[src/rtl/wdt_pkg.sv]
package wdt_pkg;
   // control word bit positions (behavioural: status mirrors them)
   localparam int unsigned CB_HOLD  = 0;
   localparam int unsigned CB_EN    = 1;
   localparam int unsigned CB_CLR   = 2;
   localparam int unsigned CB_SAFE  = 3;
   localparam int unsigned CTRL_W   = 4;

   typedef struct packed {
      logic safe_en;
      logic irq;
      logic en;
      logic hold;
   } wdt_status_t;
endpackage

[src/rtl/wdt_load_regs.sv]
module wdt_load_regs #(
   parameter int unsigned CNT_W  = 32,
   parameter int unsigned REG_W  = 16,
   parameter int unsigned OUT_W  = 64,
   parameter int unsigned ADDR_W = 4
) (
   input  logic              clk_i,
   input  logic              rst_n_i,
   input  logic              wr_en_i,
   input  logic [ADDR_W-1:0] wr_addr_i,
   input  logic [REG_W-1:0]  wr_data_i,
   output logic [CNT_W-1:0]  reload_nxt_o,
   output logic              reload_wr_o,
   output logic [OUT_W-1:0]  safe_word_o
);
   localparam int unsigned HALVES    = CNT_W / REG_W;
   localparam int unsigned SAFE_N    = OUT_W / REG_W;
   localparam int unsigned SAFE_BASE = HALVES + 1;

   logic [HALVES-1:0] half_hit;
   logic [CNT_W-1:0]  reload_q;

   for (genvar g = 0; g < HALVES; g++) begin : g_half
      assign half_hit[g] = wr_en_i && (wr_addr_i == ADDR_W'(g));
      always_ff @(posedge clk_i) begin
         if (!rst_n_i)         reload_q[g*REG_W +: REG_W] <= '0;
         else if (half_hit[g]) reload_q[g*REG_W +: REG_W] <= wr_data_i;
      end
      assign reload_nxt_o[g*REG_W +: REG_W] =
         half_hit[g] ? wr_data_i : reload_q[g*REG_W +: REG_W];
   end

   assign reload_wr_o = |half_hit;

   for (genvar s = 0; s < SAFE_N; s++) begin : g_safe
      logic hit;
      assign hit = wr_en_i && (wr_addr_i == ADDR_W'(SAFE_BASE + s));
      always_ff @(posedge clk_i) begin
         if (!rst_n_i) safe_word_o[s*REG_W +: REG_W] <= '0;
         else if (hit) safe_word_o[s*REG_W +: REG_W] <= wr_data_i;
      end
   end

   // a reload half write is visible in the next-value view in the same cycle
   assert_half_lands_R2: assert property (@(posedge clk_i) disable iff (!rst_n_i)
      (wr_en_i && wr_addr_i == '0) |-> reload_nxt_o[REG_W-1:0] == wr_data_i);
endmodule

[src/rtl/wdt_ctrl.sv]
module wdt_ctrl
   import wdt_pkg::*;
(
   input  logic              clk_i,
   input  logic              rst_n_i,
   input  logic              ctrl_wr_i,
   input  logic [CTRL_W-1:0] ctrl_d_i,
   input  logic              reload_wr_i,
   input  logic              cnt_zero_i,
   output wdt_status_t       stat_o,
   output logic              safe_act_o,
   output logic              restart_o
);
   logic hold_q, en_q, safe_q, irq_q, armed_q, safe_act_q;
   logic en_nxt, clr_wr, rise_wr, expire;

   assign en_nxt    = ctrl_wr_i ? ctrl_d_i[CB_EN] : en_q;
   assign clr_wr    = ctrl_wr_i && ctrl_d_i[CB_CLR];
   assign rise_wr   = ctrl_wr_i && ctrl_d_i[CB_EN] && !en_q;
   assign restart_o = en_nxt && (rise_wr || reload_wr_i || clr_wr);
   assign expire    = en_q && armed_q && cnt_zero_i && !restart_o && !clr_wr;

   always_ff @(posedge clk_i) begin
      if (!rst_n_i) begin
         hold_q     <= 1'b0;
         en_q       <= 1'b0;
         safe_q     <= 1'b0;
         irq_q      <= 1'b0;
         armed_q    <= 1'b0;
         safe_act_q <= 1'b0;
      end else begin
         if (ctrl_wr_i) begin
            hold_q <= ctrl_d_i[CB_HOLD];
            en_q   <= ctrl_d_i[CB_EN];
            safe_q <= ctrl_d_i[CB_SAFE];
         end
         if (clr_wr) begin
            irq_q      <= 1'b0;
            safe_act_q <= 1'b0;
         end else if (expire) begin
            irq_q <= 1'b1;
            if (safe_q) safe_act_q <= 1'b1;
         end
         if (restart_o)   armed_q <= 1'b1;
         else if (expire) armed_q <= 1'b0;
      end
   end

   assign stat_o.hold    = hold_q;
   assign stat_o.en      = en_q;
   assign stat_o.irq     = irq_q;
   assign stat_o.safe_en = safe_q;
   assign safe_act_o     = safe_act_q;

   // write-one clear drops the interrupt
   assert_clear_drops_R6: assert property (@(posedge clk_i) disable iff (!rst_n_i)
      (ctrl_wr_i && ctrl_d_i[CB_CLR]) |=> !stat_o.irq);
   // control write with clear bit at zero keeps a pending interrupt
   assert_zero_no_effect_R6: assert property (@(posedge clk_i) disable iff (!rst_n_i)
      (ctrl_wr_i && !ctrl_d_i[CB_CLR] && stat_o.irq) |=> stat_o.irq);
   // override never active without an interrupt
   assert_override_needs_irq_R7: assert property (@(posedge clk_i) disable iff (!rst_n_i)
      safe_act_o |-> stat_o.irq);
endmodule

[src/rtl/wdt_counter.sv]
module wdt_counter #(
   parameter int unsigned CNT_W = 32
) (
   input  logic             clk_i,
   input  logic             rst_n_i,
   input  logic             tick_i,
   input  logic             en_i,
   input  logic             restart_i,
   input  logic [CNT_W-1:0] reload_i,
   output logic [CNT_W-1:0] cnt_o,
   output logic             zero_o
);
   logic [CNT_W-1:0] cnt_q;

   assign zero_o = (cnt_q == '0);

   always_ff @(posedge clk_i) begin
      if (!rst_n_i)                      cnt_q <= '0;
      else if (restart_i)                cnt_q <= reload_i;
      else if (en_i && tick_i && !zero_o) cnt_q <= cnt_q - CNT_W'(1);
   end

   assign cnt_o = cnt_q;

   // one tick, one step down
   assert_step_R3: assert property (@(posedge clk_i) disable iff (!rst_n_i)
      (en_i && tick_i && cnt_o != '0 && !restart_i) |=> cnt_o == $past(cnt_o) - CNT_W'(1));
   // no tick or disabled means the count holds
   assert_hold_R3: assert property (@(posedge clk_i) disable iff (!rst_n_i)
      ((!tick_i || !en_i) && !restart_i) |=> $stable(cnt_o));
endmodule

[src/rtl/wdt_safe_out.sv]
module wdt_safe_out
   import wdt_pkg::*;
#(
   parameter int unsigned CNT_W   = 32,
   parameter int unsigned REG_W   = 16,
   parameter int unsigned OUT_W   = 64,
   parameter int unsigned ADDR_W  = 4,
   parameter bit          OUT_REG = 1'b0
) (
   input  logic              clk_i,
   input  logic              rst_n_i,
   input  logic              tick_i,
   input  logic              wr_en_i,
   input  logic [ADDR_W-1:0] wr_addr_i,
   input  logic [REG_W-1:0]  wr_data_i,
   input  logic [OUT_W-1:0]  norm_word_i,
   output logic [OUT_W-1:0]  out_word_o,
   output logic              irq_o,
   output logic [CTRL_W-1:0] status_o,
   output logic [CNT_W-1:0]  count_o
);
   localparam int unsigned HALVES    = CNT_W / REG_W;
   localparam int unsigned CTRL_ADDR = HALVES;
   localparam int unsigned LAST_ADDR = HALVES + OUT_W / REG_W;

   if (CNT_W % REG_W != 0) begin : g_bad_cnt
      $error("CNT_W must be a multiple of REG_W");
   end
   if (OUT_W % REG_W != 0) begin : g_bad_out
      $error("OUT_W must be a multiple of REG_W");
   end
   if (REG_W < CTRL_W) begin : g_bad_reg
      $error("REG_W too narrow for the control bits");
   end
   if (LAST_ADDR >= (1 << ADDR_W)) begin : g_bad_addr
      $error("ADDR_W too small for the register map");
   end

   logic [CNT_W-1:0] reload_nxt;
   logic             reload_wr, restart, cnt_zero, safe_act, ctrl_wr;
   logic [OUT_W-1:0] safe_word;
   wdt_status_t      stat;

   assign ctrl_wr = wr_en_i && (wr_addr_i == ADDR_W'(CTRL_ADDR));

   wdt_load_regs #(.CNT_W(CNT_W), .REG_W(REG_W), .OUT_W(OUT_W), .ADDR_W(ADDR_W)) u_regs (
      .clk_i, .rst_n_i, .wr_en_i, .wr_addr_i, .wr_data_i,
      .reload_nxt_o (reload_nxt),
      .reload_wr_o  (reload_wr),
      .safe_word_o  (safe_word)
   );

   wdt_ctrl u_ctrl (
      .clk_i, .rst_n_i,
      .ctrl_wr_i   (ctrl_wr),
      .ctrl_d_i    (wr_data_i[CTRL_W-1:0]),
      .reload_wr_i (reload_wr),
      .cnt_zero_i  (cnt_zero),
      .stat_o      (stat),
      .safe_act_o  (safe_act),
      .restart_o   (restart)
   );

   wdt_counter #(.CNT_W(CNT_W)) u_cnt (
      .clk_i, .rst_n_i, .tick_i,
      .en_i      (stat.en),
      .restart_i (restart),
      .reload_i  (reload_nxt),
      .cnt_o     (count_o),
      .zero_o    (cnt_zero)
   );

   if (OUT_REG) begin : g_out_reg
      always_ff @(posedge clk_i) begin
         if (!rst_n_i) out_word_o <= '0;
         else          out_word_o <= safe_act ? safe_word : norm_word_i;
      end
   end else begin : g_out_comb
      assign out_word_o = safe_act ? safe_word : norm_word_i;
      // no override means the normal word passes through
      assert_pass_through_R7: assert property (@(posedge clk_i) disable iff (!rst_n_i)
         !irq_o |-> out_word_o == norm_word_i);
   end

   assign irq_o    = stat.irq;
   assign status_o = stat;

   // the interrupt only rises after the count sat at zero
   assert_irq_after_zero_R4: assert property (@(posedge clk_i) disable iff (!rst_n_i)
      $rose(irq_o) |-> $past(count_o) == '0);
   // an expired timer stays at zero unless restarted
   assert_stop_at_zero_R5: assert property (@(posedge clk_i) disable iff (!rst_n_i)
      (irq_o && count_o == '0 && !restart) |=> count_o == '0);
   // reload write while enabled restarts the count
   assert_reload_restart_R9: assert property (@(posedge clk_i) disable iff (!rst_n_i)
      (reload_wr && status_o[1] && !(ctrl_wr && !wr_data_i[1])) |=> count_o == $past(reload_nxt));
endmodule

[config.mk]
export PLATFORM = sky130hd
export DESIGN_NAME = wdt_safe_out
export DESIGN_NICKNAME = d
export VERILOG_FILES = /design/src/rtl/wdt_pkg.sv /design/src/rtl/wdt_load_regs.sv /design/src/rtl/wdt_ctrl.sv /design/src/rtl/wdt_counter.sv /design/src/rtl/wdt_safe_out.sv
export SDC_FILE = /design/constraint.sdc
export NUM_CORES = 1
export LEC_CHECK = 0
export ABC_CLOCK_PERIOD_IN_PS = 3200
export CAP_MARGIN = 15
export CORE_ASPECT_RATIO = 1.5
export CORE_MARGIN = 2
export CORE_UTILIZATION = 50
export CTS_BUF_LIST = sky130_fd_sc_hd__clkbuf_4
export CTS_CLUSTER_DIAMETER = 200
export CTS_CLUSTER_SIZE = 10
export DETAILED_ROUTE_END_ITERATION = 8
export GPL_ROUTABILITY_DRIVEN = 0
export PLACE_DENSITY_LB_ADDON = 0.12
export SLEW_MARGIN = 20
export SYNTH_ARGS = -nofsm -noshare
export SYNTH_HDL_FRONTEND = slang
export SYNTH_SLANG_ARGS = --single-unit
[constraint.sdc]
create_clock -name clk_i -period 3.2 [get_ports clk_i]
set_input_delay 0.64 -clock clk_i [delete_from_list [all_inputs] [get_ports clk_i]]
set_output_delay 0.64 -clock clk_i [all_outputs]
set_load 0.005 [all_outputs]
==> flow_summary.yaml <==
floorplanning:
  core_sq_mm: 0.01295
  die_w_microns: 97.74
  design.die.area_sq_mm: 0.01413
  start_util_pct: 50.87
  die_y_microns: 144.6
  ios: 189
  rows: 51
detailed_routing:
  drt-total-wl_mm: 20.31
  wl_per_cell_microns: 18.38
  ant_nets: 0
  drc: 0
  drtIter0Drc: 332
  via_per_inst: 5.725
  vias: 6326
  drt-pass1-iter-count: 4
grt:
  grt_pass1_vias: 6108
  overflow: 0
  grt_antenna_before_repair: 0
  grt_pass1_wl_mm: 31.55
  track_usage_pct: 28.14
  use_met2_pct: 49.76
  busiest_layer: "met2"
  grtUsageMet3_pct: 6.138
  grt_start_max_net_pins: 60
  grt_util_met1_pct: 32.25
min_path:
  hold_path.class: "flip-flop to flip-flop"
  holdCritStartpoint: "u_regs.safe_word_o[31]"
  holdPathStages: 2
worst_setup_path:
  crit_path_start: "u_ctrl.safe_act_o"
  critPathMaxFanout: 54
  r2r-start: "u_cnt.cnt_o[1]"
  cp_data_arrival_time_ps: 2220
  crit_type: "flip-flop to primary output"
  start_kind: "flip-flop"
  worstRegToRegCells: 7
  end_kind: "primary output"
  cp_data_required_time_ps: 2560
  r2r_setup_slack_ps: 450
synth:
  ys_seq_area_share_pct: 40.71
  yosysWarnings: 0
  ys_ff_latch: 134
  synth_top_family_by_area: "simple AND/OR/NAND/NOR gates"
  postSynthCellCount: 767
  synth_largest_area_cell: "dfxtp_1"
  syn_area_per_cell_sq_um: 8.592
  syn_nets: 856
  synth_compound_area_share_pct: 15.55
  async_flop_share_pct: 0
  synth_top_flop_cell: "dfxtp_1"
  netlist_area_sq_mm: 0.006590
  ys_types: 67
  synth_adder_area_share_pct: 0.1899
  synthTopCellsByArea: "dfxtp_1 (41%), mux2_2 (11%), nand2_1 (9.1%)"
  synth_xor_area_share_pct: 0.7974
  synth_edf_count: 0
  muxShareOfSynthArea_pct: 15.21
  synthSimpleGateAreaFrac_pct: 22.52
  netlist.area_leader.share_pct: 40.71
finish:
  nets: 1024
  syn2layout_area_growth_pct: 34.95
  stdcell_count: 1105
  layout-drive-gt1-share_pct: 15.12
  insertedDiodeCount: 0
cts:
  cts_tree: "yes"
  cts_buffers: 17
  h-tree-depth: 4
  cts_setup_buffers: 0
  hold_buffers: 0
  cts.path.max_buffers: 2
  clk_pin_slew_worst_paths_ps: 110
  clock_sinks: 134
  cts_root_buf: "clkbuf_4"
  clock_latency_ps: 550
  ctsResizeCount: 0
sta:
  whs_ps: 459.0
  post-route-min-period_ps: 2865
  setup_viol: 0
  maxSlewViolCount: 0
  max-slew-margin-rel_pct: 58.27
  max_freq_mhz: 349.1
  skew_ps: 28.49
  worstMarginPinSlew_ps: 624.2
  hold_violations: 0
  fin_setup_tns_ps: 0
  fin_crit_sh_pct: 89.52
  rsz0062_at_grt: "false"
placement:
  placed_cells: 1075
  port_buffers: 188
  dp.final_hpwl_mm: 14.78
status:
  status: "completed"
power:
  p_leak_uw: 0.003300
  peakVddDrop_mv: 0.2943
  power_density_mw_per_mm2: 397.4
job:
  maxCapViolations: 0
[state kept, by name, summed over array words and instances (netlist names)]
signal,flops
u_cnt.cnt_o,32
u_ctrl.irq_q,1
u_ctrl.en_q,1
u_regs.reload_q,32
u_ctrl.safe_q,1
u_regs.safe_word_o,64
u_ctrl.hold_q,1
u_ctrl.armed_q,1
u_ctrl.safe_act_o,1
[path summary, 6_finish.rpt]
path,end
min reg2reg,u_regs.safe_word_o[31]
max reg2reg,u_cnt.cnt_o[30]
min,u_regs.safe_word_o[31]
max,out_word_o[52]
[cell usage after synthesis (8+ instances only)]
| cell type | number |
|---|---|
| nor2_1 | 48 |
| dfxtp_1 | 134 |
| nand2_1 | 159 |
| mux2_2 | 65 |
| nor3_1 | 12 |
| nor4_1 | 11 |
| clkbuf_1 | 42 |
| or3_1 | 14 |
| mux2i_1 | 27 |
| a21oi_1 | 80 |
| o21ai_0 | 8 |
| or4_1 | 13 |
| nand3_1 | 14 |
| o31a_1 | 14 |
[layout make-up]
| type | count | area (sq um) |
|---|---|---|
| Fill cell | 1070 | 4060 |
| Multi-Input combinational cell | 567 | 3581 |
| Tap cell | 159 | 198.9 |
| Sequential cell | 134 | 2684 |
| Timing Repair Buffer | 208 | 2082 |
| Clock inverter | 12 | 185.2 |
| Clock buffer | 18 | 135.1 |
| Inverter | 7 | 27.53 |
[worst max-delay path, cell delays in order, from the launching register on]
cell and delay, ps:
dfxtp_2 510, buf_12 290, mux2_2 380, clkdlybuf4s50_1 470
[stage by stage]
step | total power [uW] | setup WS, ps | cell area, sq um | utilization, %
final | 3534 | 335.3 | 8894 | 68.66
after global routing | 3659 | 207.0 | 8894 | 68.66
after CTS | 3546 | 274.5 | 8894 | 68.66
after detailed placement | 2284 | 436.6 | 8573 | 66.18
after global placement | 2271 | 438.5 | 8573 | 66.18
after floorplan | 1978 | 678.8 | 6590 | -
[layer usage]
layer / vias to the layer above / part of all wire (%) / routed length [microns]
li1: 3052 / - / -
met2: 276 / 50 / 10160
met4: 0 / 3.3 / 679
met5: - / 0 / 0
met1: 2943 / 40 / 8139
met3: 55 / 6.6 / 1332
[cells by family (layout without fill, tap and decap cells)]
kind of cell | after synthesis | in the layout
buffers and inverters | 66 | 245
and+or+nand+nor | 312 | 312
muxes | 92 | 92
DFF | 134 | 134
adders and majority gates | 1 | 1
xor gates and xnor gates | 6 | 6
AOI/OAI and AO/OA | 156 | 156
[cell usage in the layout, fill, tap and decap left out, drive strengths merged, types with 7 or more instances in the layout]
cell	n
mux2	65
nand2	160
nor2	48
a21oi	81
or3	17
and3	7
clkinv	7
nand3	15
nor3	13
dfxtp	134
o31a	15
clkbuf	18
clkdlybuf4s50	188
or4	17
nor4	13
mux2i	27
o31ai	7
o21ai	12
buf	20
[power breakdown]
part	switching (uW)	leakage (uW)	internal, uW
combinational	250	0.00205	292
clock	595	0.000172	688
sequential	19.3	0.00108	1690
(Power assumes the default switching activity.)
